$ cat config.mk
export PLATFORM = sky130hd
export DESIGN_NAME = chan_timer
export DESIGN_NICKNAME = d
export VERILOG_FILES = /design/src/rtl/chan_tmr_pkg.sv /design/src/rtl/chan_cfg_reg.sv /design/src/rtl/chan_match.sv /design/src/rtl/chan_timer.sv
export SDC_FILE = /design/constraint.sdc
export NUM_CORES = 1
export LEC_CHECK = 0
export BUFFER_PORTS_ARGS = -buffer_cell sky130_fd_sc_hd__clkbuf_2
export CAP_MARGIN = 40
export CELL_PAD_IN_SITES_DETAIL_PLACEMENT = 1
export CELL_PAD_IN_SITES_GLOBAL_PLACEMENT = 2
export CORE_MARGIN = 2
export CORE_UTILIZATION = 35
export DETAILED_ROUTE_END_ITERATION = 6
export PLACE_DENSITY_LB_ADDON = 0.1
export SLEW_MARGIN = 20
export SYNTH_ARGS = -nofsm -noshare
export SYNTH_HDL_FRONTEND = slang
export SYNTH_HIERARCHICAL = 1
export SYNTH_SLANG_ARGS = --single-unit
$ cat constraint.sdc
create_clock -name clk -period 8.18 [get_ports clk]
set_input_delay 0.409 -clock clk [delete_from_list [all_inputs] [get_ports clk]]
set_output_delay 0.409 -clock clk [all_outputs]
set_load 0.01 [all_outputs]
$ cat src/rtl/chan_tmr_pkg.sv
package chan_tmr_pkg;
  localparam int CFG_W       = 64;
  localparam int ROUTE_W     = 5;
  localparam int CB_LEVEL    = 1;
  localparam int CB_INTEN    = 2;
  localparam int CB_PERIODIC = 3;
  localparam int CB_PER_CAP  = 4;
  localparam int CB_WIDE_CAP = 5;
  localparam int CB_NARROW   = 8;
  localparam int CB_ROUTE_LO = 9;
  localparam int CB_ROUTE_HI = CB_ROUTE_LO + ROUTE_W - 1;
  localparam int CB_CAP_LO   = 32;

  typedef struct packed {
    logic               level;
    logic               int_en;
    logic               periodic;
    logic               narrow;
    logic [ROUTE_W-1:0] route;
  } chan_cfg_t;
endpackage

$ cat src/rtl/chan_cfg_reg.sv
module chan_cfg_reg
  import chan_tmr_pkg::*;
#(
  parameter logic [31:0] ROUTE_CAP = 32'h00F0_0000
) (
  input  logic             clk,
  input  logic             rst_n,
  input  logic             we,
  input  logic [CFG_W-1:0] wdata,
  output chan_cfg_t        cfg,
  output logic [CFG_W-1:0] rd_val
);
  chan_cfg_t cfg_q, cfg_nxt;

  logic unused_wbits;
  assign unused_wbits = ^{wdata[CFG_W-1:CB_ROUTE_HI+1], wdata[CB_NARROW-1:CB_PER_CAP], wdata[0]};

  always_comb begin
    cfg_nxt = cfg_q;
    if (we) begin
      cfg_nxt.level    = wdata[CB_LEVEL];
      cfg_nxt.int_en   = wdata[CB_INTEN];
      cfg_nxt.periodic = wdata[CB_PERIODIC];
      cfg_nxt.narrow   = wdata[CB_NARROW];
      cfg_nxt.route    = wdata[CB_ROUTE_HI:CB_ROUTE_LO];
    end
  end

  always_ff @(posedge clk or negedge rst_n) begin
    if (!rst_n) cfg_q <= '0;
    else        cfg_q <= cfg_nxt;
  end

  always_comb begin
    rd_val                          = '0;
    rd_val[CFG_W-1:CB_CAP_LO]       = ROUTE_CAP;
    rd_val[CB_PER_CAP]              = 1'b1;
    rd_val[CB_WIDE_CAP]             = 1'b1;
    rd_val[CB_LEVEL]                = cfg_q.level;
    rd_val[CB_INTEN]                = cfg_q.int_en;
    rd_val[CB_PERIODIC]             = cfg_q.periodic;
    rd_val[CB_NARROW]               = cfg_q.narrow;
    rd_val[CB_ROUTE_HI:CB_ROUTE_LO] = cfg_q.route;
  end

  assign cfg = cfg_q;
endmodule

$ cat src/rtl/chan_match.sv
module chan_match #(
  parameter int CNT_W    = 64,
  parameter int NARROW_W = 32,
  parameter int PAST_WIN = 14318
) (
  input  logic [CNT_W-1:0] cnt,
  input  logic [CNT_W-1:0] cmp,
  input  logic             narrow,
  output logic             hit,
  output logic             behind_fire
);
  localparam logic [NARROW_W-1:0] WIN_N = NARROW_W'(PAST_WIN);

  logic [CNT_W-1:0]    diff_w;
  logic [NARROW_W-1:0] diff_n;
  logic [NARROW_W-1:0] lag_n;

  always_comb begin
    diff_w = cmp - cnt;
    diff_n = cmp[NARROW_W-1:0] - cnt[NARROW_W-1:0];
    lag_n  = -diff_n;
    if (narrow) begin
      hit         = (diff_n == '0);
      behind_fire = diff_n[NARROW_W-1] && (lag_n <= WIN_N);
    end else begin
      hit         = (diff_w == '0);
      behind_fire = diff_w[CNT_W-1];
    end
  end
endmodule

$ cat src/rtl/chan_timer.sv
module chan_timer
  import chan_tmr_pkg::*;
#(
  parameter int          CNT_W     = 64,
  parameter int          NARROW_W  = 32,
  parameter int          CHAN_ID   = 0,
  parameter int          PAST_WIN  = 14318,
  parameter logic [31:0] ROUTE_CAP = 32'h00F0_0000
) (
  input  logic               clk,
  input  logic               rst_n,
  input  logic [CNT_W-1:0]   main_cnt,
  input  logic               glb_en,
  input  logic               glb_legacy,
  input  logic               cfg_we,
  input  logic [CFG_W-1:0]   cfg_wdata,
  input  logic               cmp_we,
  input  logic [CNT_W-1:0]   cmp_wdata,
  input  logic               sts_clr,
  output logic [CFG_W-1:0]   cfg_rd,
  output logic [CNT_W-1:0]   cmp_rd,
  output logic [ROUTE_W-1:0] irq_route,
  output logic               irq_sts,
  output logic               irq_pulse,
  output logic               legacy_quiet
);
  chan_cfg_t cfg;

  logic [CNT_W-1:0] cmp_q, cmp_nxt, per_q, per_nxt;
  logic             cmp_ld;
  logic             armed_q, armed_nxt;
  logic             eval_q, eval_nxt;
  logic             en_d_q;
  logic             sts_q, sts_nxt;
  logic             pulse_q, pulse_nxt;
  logic             hit, behind_fire, fire;

  chan_cfg_reg #(.ROUTE_CAP(ROUTE_CAP)) u_cfg (
    .clk(clk), .rst_n(rst_n), .we(cfg_we), .wdata(cfg_wdata),
    .cfg(cfg), .rd_val(cfg_rd)
  );

  chan_match #(.CNT_W(CNT_W), .NARROW_W(NARROW_W), .PAST_WIN(PAST_WIN)) u_match (
    .cnt(main_cnt), .cmp(cmp_q), .narrow(cfg.narrow),
    .hit(hit), .behind_fire(behind_fire)
  );

  // fire decision: equality while armed, or a past target at the arming check
  always_comb begin
    fire = glb_en && cfg.int_en && (armed_q || eval_q) &&
           (hit || (eval_q && behind_fire));
  end

  always_comb begin
    cmp_ld  = cmp_we || (fire && cfg.periodic);
    cmp_nxt = cmp_we ? cmp_wdata : (cmp_q + per_q);
    per_nxt = cmp_wdata;

    eval_nxt = cmp_we || cfg_we || (glb_en && !en_d_q);

    if (!glb_en)                    armed_nxt = 1'b0;
    else if (fire && !cfg.periodic) armed_nxt = 1'b0;
    else if (eval_q)                armed_nxt = 1'b1;
    else                            armed_nxt = armed_q;

    sts_nxt   = (fire && cfg.level) || (sts_q && !sts_clr);
    pulse_nxt = fire && !cfg.level;
  end

  always_ff @(posedge clk or negedge rst_n) begin
    if (!rst_n) begin
      cmp_q <= '0;
      per_q <= '0;
    end else begin
      if (cmp_ld) cmp_q <= cmp_nxt;
      if (cmp_we) per_q <= per_nxt;
    end
  end

  always_ff @(posedge clk or negedge rst_n) begin
    if (!rst_n) begin
      armed_q <= 1'b0;
      eval_q  <= 1'b0;
      en_d_q  <= 1'b0;
      sts_q   <= 1'b0;
      pulse_q <= 1'b0;
    end else begin
      armed_q <= armed_nxt;
      eval_q  <= eval_nxt;
      en_d_q  <= glb_en;
      sts_q   <= sts_nxt;
      pulse_q <= pulse_nxt;
    end
  end

  generate
    if (CHAN_ID == 0) begin : g_legacy
      assign legacy_quiet = glb_legacy;
    end else begin : g_no_legacy
      logic unused_legacy;
      assign unused_legacy = glb_legacy;
      assign legacy_quiet  = 1'b0;
    end
  endgenerate

  assign cmp_rd    = cmp_q;
  assign irq_route = cfg.route;
  assign irq_sts   = sts_q;
  assign irq_pulse = pulse_q;
endmodule

Word-level counts from Yosys, hierarchy flattened
Cells that the tools add are included.

operators by class
  $add $sub $neg = 4
  $lt $le $gt $ge = 1
  eq/ne operators = 1
  multiplexer cells = 6
  reduce and logical (&&, ||, !) cells = 23

operators by type and width
  kind                                                              count
  adder 64 bit                                                      1
  logical NOT 64 bit                                                1
  two-way mux 64 bit                                                1
  subtractor 64 bit                                                 1
  less-or-equal comparator 32 x 14 -> 1 bit, second input constant  1
  logical NOT 32 bit                                                1
  negator 32 bit                                                    1
  subtractor 32 bit                                                 1
  logical AND 1 bit                                                 11
  logical OR 1 bit                                                  6
  two-way mux 1 bit                                                 5
  logical NOT 1 bit                                                 4
  != test 3 x 1 -> 1 bit, second input constant                     1

word-level totals
  flip-flop bits (word level) = 142
  input bits = 199
  output and inout bits = 136

Logic depth before layout (Yosys ltp)
Gate-level depths: netlist of run 1.

  depth in word-level cells = 11
  depth in mapped cells = 25
  depth with buffers taken out = 23

Cells and area by module
Netlist of run 1, hierarchy kept.

by module, submodules not included
  module        times used  cells each  area an instance (um^2)
  chan_timer    1           1,097       9,342.7
  chan_match    1           865         5,560.3
  chan_cfg_reg  1           85          859.6

Least setup slack after synthesis of run 1
No wires, ideal clock.

  path kind = flip-flop to flip-flop
  start = register cmp_q[0] (netlist: cmp_rd[0])
  end = register cmp_q[32] (netlist: cmp_rd[32])
  setup time = 0.136 ns
  data arrival time = 5.241 ns
  data required time = 8.044 ns
  slack = 2.804 ns
  cell stages (with the launch flop) = 24
  buffers on the path = 2
  clock period less this slack = 5.376 ns
  cells stage by stage = dfrtp_1 -> inv_1 -> ha_1 -> fa_1 -> nor2b_4 -> o31ai_2 -> a21oi_2 -> xor2_1 -> or4_4 -> a21oi_4 -> nand3_2 -> or3_1 -> a211o_1 -> a2111o_1 -> or4_1 -> o22ai_1 -> a21o_1 -> nand2_1 -> nor2_1 -> and2_1 -> clkbuf_1 -> buf_1 -> mux2i_1 -> o21ai_0

between the ends
  longest elaborated chain between the ends = 10

ends and longest elaborated chain
  element                                    RTL line          RTL
  start, declared                            chan_timer.sv:29  logic [CNT_W-1:0] cmp_q, cmp_nxt, per_q, per_nxt;
  start signal, assigned                     chan_timer.sv:75  if (cmp_ld) cmp_q <= cmp_nxt;
  subtractor 32 bit                          chan_match.sv:20  diff_n = cmp[NARROW_W-1:0] - cnt[NARROW_W-1:0];
  negator 32 bit                             chan_match.sv:21  lag_n = -diff_n;
  less-or-equal comparator 32 x 14 -> 1 bit  chan_match.sv:24  behind_fire = diff_n[NARROW_W-1] && (lag_n <= WIN_N);
  logical AND 1 bit                          chan_match.sv:24
  two-way mux 1 bit (*)                      chan_match.sv:22  if (narrow) begin
  net behind_fire                            chan_timer.sv:36  logic hit, behind_fire, fire;
  logical AND 1 bit (*)                      chan_timer.sv:51  (hit || (eval_q && behind_fire));
  logical OR 1 bit (*)                       chan_timer.sv:51
  logical AND 1 bit (*)                      chan_timer.sv:50  fire = glb_en && cfg.int_en && (armed_q || eval_q) &&
  logical AND 1 bit (*)                      chan_timer.sv:55  cmp_ld = cmp_we || (fire && cfg.periodic);
  logical OR 1 bit (*)                       chan_timer.sv:55

The timed path passes the listed nets; every way through them passes the cells marked *.
A chain may end at the register's enable or synchronous reset.

Final worst setup path of run 1
  start = register cmp_q[4] (netlist: cmp_rd[4])
  end = register cmp_q[58] (netlist: cmp_rd[58])

RTL lines
  element                                                   RTL line
  subtractor 64 bit or subtractor 32 bit (tied branches)    chan_match.sv:19, chan_match.sv:20
  logical NOT 64 bit or logical NOT 32 bit (tied branches)  chan_match.sv:26, chan_match.sv:23
  two-way mux 1 bit (*)                                     chan_match.sv:22
  net hit                                                   chan_timer.sv:36
  logical OR 1 bit (*)                                      chan_timer.sv:51
  logical AND 1 bit (*)                                     chan_timer.sv:50
  logical AND 1 bit (*)                                     chan_timer.sv:55
  logical OR 1 bit (*)                                      chan_timer.sv:55

Marks and branches as above.

==> results of run 1 <==
-- metal layers --
metal	track usage	vias to the layer above
li1	-	7642
met1	0.355	7896
met2	0.397	340
met3	0.0415	70
met4	0.0886	0
met5	0	-
-- sequential cells by signal, summed over array words and instances (netlist names) --
signal     cells
u_cfg/cfg      9
cmp_rd        64
irq_sts        1
per_q         64
irq_pulse      1
en_d_q         1
armed_q        1
eval_q         1
-- power breakdown --
group          internal (mW)  switching, mW
Combinational          0.619           1.04
Clock                  0.424          0.348
Sequential             0.773          0.108
-- layout make-up --
class	instances	area [µm²]	area share
clock buffer	19	443	0.0252
sequential	142	3550	0.202
tap	592	741	0.0421
clock inverter	13	116	0.00661
inverter	138	518	0.0294
timing repair buffer	234	1280	0.0728
antenna	6	15.0	0.000853
multi-input combinational	1655	10900	0.621
-- cell families after synthesis --
logic type | share of synthesized area
buffers and inverters | 0.0933
DFF | 0.225
muxes | 0.0472
xor gates and xnor gates | 0.0483
and+or+nand+nor | 0.206
other | 0.000476
adders and majority gates | 0.104
AOI/OAI and AO/OA | 0.275
-- stage by stage --
| step | area, µm² | power [mW] |
|---|---|---|
| floorplan | 16000 | 2.05 |
| global placement | 16900 | 2.49 |
| detailed placement | 16900 | 2.52 |
| CTS | 17500 | 3.32 |
| global route | 17600 | 3.55 |
| finish | 17600 | 3.31 |
-- synthesized netlist by cell type (6+ instances only) --
master                      count  area [µm²]
sky130_fd_sc_hd__nor2b_1       13        81.3
sky130_fd_sc_hd__o21ai_0      190         951
sky130_fd_sc_hd__a21boi_0       8        60.1
sky130_fd_sc_hd__nand4_1       52         325
sky130_fd_sc_hd__o21ai_1       10        50.1
sky130_fd_sc_hd__nand2_1      197         739
sky130_fd_sc_hd__a22oi_1       10        75.1
sky130_fd_sc_hd__mux2_4         9         135
sky130_fd_sc_hd__clkbuf_1      69         259
sky130_fd_sc_hd__o21a_1        14         105
sky130_fd_sc_hd__nor3b_1        6        45.0
sky130_fd_sc_hd__o31a_1         8        70.1
sky130_fd_sc_hd__mux2i_1       26         260
sky130_fd_sc_hd__a31oi_1       21         131
sky130_fd_sc_hd__nand3_1       49         245
sky130_fd_sc_hd__a2111oi_0      6        52.6
sky130_fd_sc_hd__buf_4         66         495
sky130_fd_sc_hd__xnor2_1       39         342
sky130_fd_sc_hd__nand2b_1      20         125
sky130_fd_sc_hd__dfrtp_1      142        3550
sky130_fd_sc_hd__a311oi_1       6        52.6
sky130_fd_sc_hd__or4_1         12        90.1
sky130_fd_sc_hd__o211ai_1      17         128
sky130_fd_sc_hd__buf_2         19        95.1
sky130_fd_sc_hd__a21o_1        54         405
sky130_fd_sc_hd__and2_1        22         138
sky130_fd_sc_hd__a21oi_1      192         961
sky130_fd_sc_hd__or3_1         14        87.6
sky130_fd_sc_hd__nor3_1        46         230
sky130_fd_sc_hd__nor4_1        14        87.6
sky130_fd_sc_hd__mux2_2        31         349
sky130_fd_sc_hd__and4_1         8        70.1
sky130_fd_sc_hd__a211oi_1      22         165
sky130_fd_sc_hd__a221oi_1       8        70.1
sky130_fd_sc_hd__and3_1        25         156
sky130_fd_sc_hd__nor2_1       128         480
sky130_fd_sc_hd__o21bai_1      15         113
sky130_fd_sc_hd__ha_1         128        1600
sky130_fd_sc_hd__inv_1        138         518
sky130_fd_sc_hd__o221ai_1       6        52.6
sky130_fd_sc_hd__xor2_1        48         420
-- final timing paths --
kind                               to  cells after the start  startpoint  slack [ns]
min reg2reg                    eval_q                      1      en_d_q        0.43
min                            en_d_q                      1      glb_en        0.07
max                        cmp_rd[58]                     21   cmp_rd[4]        1.32
min in group asynchronous    per_q[4]                      2       rst_n        0.33
max reg2reg                cmp_rd[58]                     21   cmp_rd[4]        1.32
max in group asynchronous  cmp_rd[48]                      4       rst_n        7.07
-- worst max-delay path, cell delays in order, from the launching register on --
cell                      delay, ns
sky130_fd_sc_hd__dfrtp_1       0.47
sky130_fd_sc_hd__ha_1          0.42
sky130_fd_sc_hd__a21oi_2       0.22
sky130_fd_sc_hd__o21ai_1       0.18
sky130_fd_sc_hd__a21oi_1       0.55
sky130_fd_sc_hd__o21ai_0       0.28
sky130_fd_sc_hd__a311o_1       0.45
sky130_fd_sc_hd__o221a_2       0.35
sky130_fd_sc_hd__mux2i_1       0.16
sky130_fd_sc_hd__or4b_1        0.54
sky130_fd_sc_hd__nor4_1        0.34
sky130_fd_sc_hd__nand4_1       0.13
sky130_fd_sc_hd__or4_1         0.51
sky130_fd_sc_hd__o21ai_1       0.17
sky130_fd_sc_hd__a21o_1        0.10
sky130_fd_sc_hd__nand2_1       0.08
sky130_fd_sc_hd__nor2_1        0.21
sky130_fd_sc_hd__and2_1        0.56
sky130_fd_sc_hd__nand2_1       0.36
sky130_fd_sc_hd__buf_4         0.29
sky130_fd_sc_hd__o311a_1       0.33
sky130_fd_sc_hd__nand2_1       0.07
==> impl_summary.md, run 1 <==
STA
Setup repair after global routing left no endpoint under its margin. The worst hold slack across all endpoints is 0.0731 ns. The worst path in the final design needs a cycle of 6.86 ns, including I/O delays and setup.

Setup violations remaining at the end of the flow were counted as 0. For the pin with the worst max-slew slack, the measured transition is 0.846 ns. The normalized max-slew margin is 0.421. The max-slew violation count was 0. Based on the critical path, the design can be clocked at up to 146 MHz. The ratio of final minimum period to clock period is 0.839. The post-route clock skew is 0.0187 ns. The final setup slack of the worst path is 1.32 ns. The final-report hold violation count is 0. The sum of negative setup slack is 0 ns.

Place
The worst setup slack before clock tree synthesis is 1.19 ns. The total instance count after detailed placement is 2757. The final estimated routing congestion in global placement is 0.909. Input and output buffers added on the ports amount to 222. The half-perimeter wire length of the detailed placement result is 48500 µm.

Setup path
STA puts the critical path data required time at 8.60 ns. The nature of the critical path startpoint is a flop. At the worst endpoint, the arrival time is 7.28 ns. The critical path in this run is classified as flop to flop. The sort of element at the end of the critical path is a flop.

The peak fanout along the critical path is 11.

Clock tree
The library cell used as clock root buffer is sky130_fd_sc_hd__clkbuf_16. For this design, the sink count on the clock tree is 142. The number of hold buffers added after CTS was 1. The maximum root-to-sink buffer count is 2. The number of clock buffers added by TritonCTS is 17. Clock-pin slew was measured on the worst setup and hold paths at 0.06 ns. In this run the number of H-tree levels came out at 4.

The later pin in the worst-skew pair is clocked with a latency of 0.49 ns. The number of gates resized after cts is 0. TritonCTS built the clock tree. Once the clock tree was built, the setup fixing pass inserted 0 buffers.

Synth
In this run, synthesis produced a sequential element count of 142. The share of async-settable or async-resettable flops after synthesis is 1.00. In this run, synthesis inferred 0 flip-flops with an integrated enable.

The most used flip-flop cell after synthesis is sky130_fd_sc_hd__dfrtp_1. The netlist area before placement is 15800 µm². For this run, the register share of the synthesized area comes to 0.225. The number of instances in the synthesized netlist is 2047. The average footprint of a synthesized cell is 7.70 µm². The count of synthesis-stage warnings from yosys is 6. The number of different library cells used by synthesis comes to 108.

Drt
The top layer used by detailed routing is met4. After the first detailed-routing iteration, the DRC count stood at 888. The routed layout has 15900 vias.

The detailed-route wire length per cell is 21.2 µm. The number of detailed-routing iterations run before antenna repair is 5. The met1 wire length is 28800 µm. The detailed route wirelength on metal2 is 26800 µm. The remaining number of nets flagged by the antenna check after routing is 0. The final layout contains routed wiring with a total length of 59500 µm.

Summed over all nets, wire length on met3 after detailed routing comes to 2350 µm. After detailed routing, the number of remaining DRC violations is 0. Dividing the detail-routed via count by the number of cells gives 5.70.

GRT
Entering global routing, the biggest net connects 110 pins. The initial antenna violation count is 6. The number of global-route vias before repair is 16200. The remaining global-route overflow is 0. In the global route stage, overall resource usage came out at 0.254. The first global-routing pass estimated 92500 µm of wire.

Pwr
VDD sags by at most 144 µV. In this run the static leakage power is 8.12 nW. Dividing total power by cell area gives a power density of 188 nW/µm².

Final layout
The most common library cell in the layout ignoring fill and taps is sky130_fd_sc_hd__clkbuf_2. The layout overhead on the synthesized area is 11.7%. Of the cells placed in the final design, the portion with a size suffix greater than 1 is 0.160. The final core utilization is 0.397. The count of placed standard cells in the final layout, fillers left out is 2799. In the layout the commonest cells are sky130_fd_sc_hd__clkbuf_2 (220), sky130_fd_sc_hd__nand2_1 (196), sky130_fd_sc_hd__a21oi_1 (192).

The filler cells instantiated in the layout total 5532. At the end of the flow, the number of nets in the layout was 2517.

Die
The area of the placeable core is 44300 µm². For this configuration, the core starts out at a cell density of 0.356. The horizontal die dimension is 216 µm. The number of placement rows is 77. From bottom edge to top edge, the die measures 216 µm.

During I/O placement, the number of pins put on the boundary was 335. The die covers 46700 µm².

Run
The count of max-cap constraint violations is 0.

Run status
The run finished with clean final reports.

Hold path
In this run the worst hold path is classified as input pin to flop.
No activity file was read; power rests on OpenSTA's default activity.
==> run 2, diff against run 1 <==
--- a/config.mk
+++ b/config.mk
@@ -5,12 +5,13 @@
 export SDC_FILE = /design/constraint.sdc
 export NUM_CORES = 1
 export LEC_CHECK = 0
+export ABC_AREA = 1
 export BUFFER_PORTS_ARGS = -buffer_cell sky130_fd_sc_hd__clkbuf_2
 export CAP_MARGIN = 40
 export CELL_PAD_IN_SITES_DETAIL_PLACEMENT = 1
 export CELL_PAD_IN_SITES_GLOBAL_PLACEMENT = 2
 export CORE_MARGIN = 2
-export CORE_UTILIZATION = 35
+export CORE_UTILIZATION = 26
 export DETAILED_ROUTE_END_ITERATION = 6
 export PLACE_DENSITY_LB_ADDON = 0.1
 export SLEW_MARGIN = 20
==> constraint.sdc (replaced) <==
create_clock -name clk -period 5.78 [get_ports clk]
set_input_delay 0.289 -clock clk [delete_from_list [all_inputs] [get_ports clk]]
set_output_delay 0.289 -clock clk [all_outputs]
set_load 0.01 [all_outputs]
==> run 2 against run 1 <==
Compared with the run above: critical path depth rose by 10; clock power rose by 46%; utilization fell by 9.4 points; final area rose by 24%; combinational power rose to 2.5 times the previous value; routed wire length rose by 51%; global-route usage fell by 1.3 points; first-iteration DRC count rose by 25%; critical endpoint is now cmp_rd[31]; clock skew rose by 0.00072 ns.
==> impl_summary.md, run 2 <==
GRT
The global-route usage over all layers came to 0.241 (was 0.254). The pin count of the biggest net entering global routing is 81 (was 110). The initial antenna violation count was 2 (was 6).

The global-route wire length before repair was 136000 µm (was 92500 µm). The number of global-route vias before repair came to 22700 (was 16200). The remaining global-route overflow is 0 (unchanged).

Final layout
The fraction of final layout cells with drive strength greater than 1 came to 0.120 (was 0.160). The most common library cell in the layout ignoring fill and taps is sky130_fd_sc_hd__nand2_1 (was sky130_fd_sc_hd__clkbuf_2). The number of nets in the layout is 4003 (was 2517).

The layout overhead on the synthesized area is 15.2% (was 11.7%). Commonest non-fill, non-tap cells in the layout: sky130_fd_sc_hd__nand2_1 (1312), sky130_fd_sc_hd__inv_1 (607), sky130_fd_sc_hd__nor2_1 (356) (was sky130_fd_sc_hd__clkbuf_2 (220), sky130_fd_sc_hd__nand2_1 (196), sky130_fd_sc_hd__a21oi_1 (192)). The number of filler instances in the final layout is 9746 (was 5532).

The final core utilization is 0.304 (was 0.397).

STA
The sum of negative setup slack was 0 ns (unchanged). The actual transition at the worst max-transition pin is 0.774 ns (was 0.846 ns). The ratio of final minimum period to clock period is 0.889 (was 0.839). RSZ-0062 raised after global routing: no (unchanged). The final setup slack of the worst path came to 0.641 ns (was 1.32 ns).

The normalized max-slew margin came to 0.484 (was 0.421). The max-slew violation count came to 0 (unchanged). The highest achievable clock rate is 195 MHz (was 146 MHz).

The count of final setup violators was 0 (unchanged). The post-route clock skew is 0.0195 ns (was 0.0187 ns). The time the final worst path needs with I/O delays and setup is 5.14 ns (was 6.86 ns).

The final-report hold violation count is 0 (unchanged).

Drt
The post-detailed-route via-to-cell ratio was 4.69 (was 5.70). The wire length reported by the detailed router is 89900 µm (was 59500 µm). The met1 wire length is 43100 µm (was 28800 µm).

The detailed-route wire length per cell was 19.4 µm (was 21.2 µm). The first-iteration detailed-routing DRC count was 1110 (was 888). The top layer used by detailed routing is met4 (unchanged). The detailed route wirelength on metal2 was 42000 µm (was 26800 µm).

The number of detailed-routing iterations run before antenna repair was 5 (unchanged). The residual DRC count is 0 (unchanged). The routed wire length on met3 is 3230 µm (was 2350 µm).

The remaining number of nets flagged by the antenna check after routing is 0 (unchanged). The total vias in the final route is 21700 (was 15900).

Die
The full die area is 74900 µm² (was 46700 µm²). The y dimension of the die is 274 µm (was 216 µm). The area of the placeable core came to 71700 µm² (was 44300 µm²). The horizontal die dimension was 274 µm (was 216 µm).

The initial standard-cell utilization of the core was 0.264 (was 0.356). The number of placement rows was 98 (was 77). The number of top-level pins is 335 (unchanged).

Setup path
The nature of the critical path startpoint is a flop (unchanged). The class of the most critical setup path is flop to flop (unchanged). The most common cell type on the critical path was sky130_fd_sc_hd__nand2_1 (unchanged).

The arrival time reported for the critical path endpoint is 5.54 ns (was 7.28 ns). The worst path buffer plus inverter count is 6 (was 1). The required time of the critical path was 6.18 ns (was 8.60 ns).

The sort of element at the end of the critical path is a flop (unchanged). The delay contributed by the slowest stage of the critical path came to 0.48 ns (was 0.56 ns). The gate family responsible for the most delay along the worst path is simple AND/OR/NAND/NOR gates (unchanged). The cell count along the critical path is 31 (was 21). The peak fanout along the critical path is 27 (was 11). The cell at the slowest stage of the critical path is sky130_fd_sc_hd__inv_2 (was sky130_fd_sc_hd__and2_1). The worst reg-to-reg path cell count was 31 (was 21).

Pwr
The cell-internal power is 3.01 mW (was 1.82 mW). The peak ir drop on the vdd network is 173 µV (was 144 µV). The switching share of power is 0.547 (was 0.451). The reported leakage power is 12.6 nW (was 8.12 nW).

The total net switching power is 3.64 mW (was 1.49 mW). The part of the total power dissipated in sequential elements is 0.203 (was 0.266). The total power per unit cell area came to 305 nW/µm² (was 188 nW/µm²). The overall power of the completed layout is 6.65 mW (was 3.31 mW).

The clock network fraction of design power is 0.170 (was 0.233). The share of power burned in combinational logic was 0.626 (was 0.501).

Clock tree
The maximum root-to-sink buffer count is 2 (unchanged). The clock latency at the later pin of the worst-skew pair is 0.49 ns (about the same). The library cell used as clock root buffer is sky130_fd_sc_hd__clkbuf_16 (unchanged).

The CTS H-tree depth is 4 (unchanged). The clock transition at the registers of the reported paths is 0.07 ns (was 0.06 ns). The number of buffers added for setup after CTS was 0 (unchanged). The total clock sinks is 142 (unchanged). The TritonCTS clock tree is yes (unchanged). The number of clock buffers inserted by TritonCTS is 17 (unchanged).

Place
The half-perimeter wire length of the detailed placement result is 78700 µm (was 48500 µm). The worst setup slack before clock tree synthesis is 0.332 ns (was 1.19 ns). The number of buffers added on ports came to 222 (unchanged). The final estimated routing congestion in global placement is 0.968 (was 0.909).

Synth
The number of enable flip-flop cells after synthesis came to 0 (unchanged). The share of the synthesized area in the top cell type is 0.261 (was 0.225). The fraction of the yosys area taken by sequential cells is 0.188 (was 0.225). The count of distinct cell types in the synthesized netlist came to 47 (was 108).

The post-synthesis sequential element count is 142 (unchanged). List of most frequent post-synthesis cells: sky130_fd_sc_hd__nand2_1 (1313), sky130_fd_sc_hd__inv_1 (608), sky130_fd_sc_hd__nor2_1 (357), sky130_fd_sc_hd__nand3_1 (217), sky130_fd_sc_hd__a21oi_1 (184) (was sky130_fd_sc_hd__nand2_1 (197), sky130_fd_sc_hd__a21oi_1 (192), sky130_fd_sc_hd__o21ai_0 (190), sky130_fd_sc_hd__dfrtp_1 (142), sky130_fd_sc_hd__inv_1 (138)). The number of instances in the synthesized netlist is 3436 (was 2047). The share of async-settable or async-resettable flops after synthesis is 1.00 (unchanged). The cell type with the highest aggregate area in the netlist is sky130_fd_sc_hd__nand2_1 (was sky130_fd_sc_hd__dfrtp_1). The most used flip-flop cell after synthesis is sky130_fd_sc_hd__dfrtp_1 (unchanged). The count of synthesis-stage warnings from yosys is 6 (unchanged). The average footprint of a synthesized cell is 5.50 µm² (was 7.70 µm²). The netlist area before placement is 18900 µm² (was 15800 µm²). The most frequent cell after synthesis is sky130_fd_sc_hd__nand2_1 (unchanged).

Cell types with the largest area share after synthesis: sky130_fd_sc_hd__nand2_1 (26%), sky130_fd_sc_hd__dfrtp_1 (19%), sky130_fd_sc_hd__inv_1 (12%) (was sky130_fd_sc_hd__dfrtp_1 (23%), sky130_fd_sc_hd__ha_1 (10%), sky130_fd_sc_hd__a21oi_1 (6.1%)).

Run
The count of max-cap constraint violations is 0 (unchanged).

Run status
Result of the run: complete, no violations (unchanged).

Hold path
The type of the most critical hold path is input pin to flop (unchanged). The number of cells on the worst hold path came to 3 (was 1).
[run 2: cell families after synthesis]
kind of cell,synth area share
and+or+nand+nor,0.466
AOI/OAI and AO/OA,0.0894
DFF,0.188
buffers and inverters,0.161
xor gates and xnor gates,0.00787
adders and majority gates,0.0868
other,0.000397
[run 2: area by class of cell]
type / instances / area [µm²] / share of cell area
flip-flops and latches: 142 / 3550 / 0.163
inverters: 638 / 2400 / 0.110
diodes: 1 / 2.50 / 0.000115
clock inverters: 12 / 110 / 0.00505
multi-input cells: 2608 / 12500 / 0.574
clock buffers: 20 / 447 / 0.0205
repair buffers: 267 / 1580 / 0.0725
well taps: 950 / 1190 / 0.0546
[run 2: power by group through the flow]
stage               registers [mW]  logic (mW)  clock network, mW
floorplan                     1.30        2.69                  0
global placement              1.36        4.10                  0
detailed placement            1.37        4.17                  0
CTS                           1.35        4.20               1.17
global route                  1.37        4.70               1.20
finish                        1.35        4.17               1.13
[run 2: worst reg2reg max path, delay by kind of cell (launching register included)]
family	cells	cell delay (ns)
fa+ha+maj	2	0.61
buf+inv	6	1.08
simple gates	20	2.43
compound gates	3	0.53
flops	1	0.41
[run 2: repair_timing]
item	CTS	global route
hold buffers	18	0
endpoints found under the hold margin	55	0
endpoints found under the setup margin	0	5
resized for setup	0	1
[run 2: final timing paths]
path	from	endpoint	slack [ns]
max	cmp_rd[0]	cmp_rd[31]	0.64
min	cmp_wdata[25]	per_q[25]	0.03
max reg2reg	cmp_rd[0]	cmp_rd[31]	0.64
min reg2reg	en_d_q	eval_q	0.45
max in group asynchronous	rst_n	cmp_rd[59]	4.00
min in group asynchronous	rst_n	irq_sts	0.30
[run 2: per-stage QoR]
| stage | instance area [µm²] | hold slack (ns) | cells |
|---|---|---|---|
| floorplan | 19100 | -0.00659 | 3489 |
| global placement | 21000 | 0.428 | 4583 |
| detailed placement | 21000 | 0.260 | 4586 |
| CTS | 21800 | 0.0000224 | 4636 |
| global route | 21800 | 0.0282 | 4637 |
| finish | 21800 | 0.0292 | 4638 |
[run 2: layer usage]
layer,GRT usage,up-vias
li1,-,10900
met1,0.328,10400
met2,0.406,345
met3,0.0283,60
met4,0.0564,0
met5,0,-
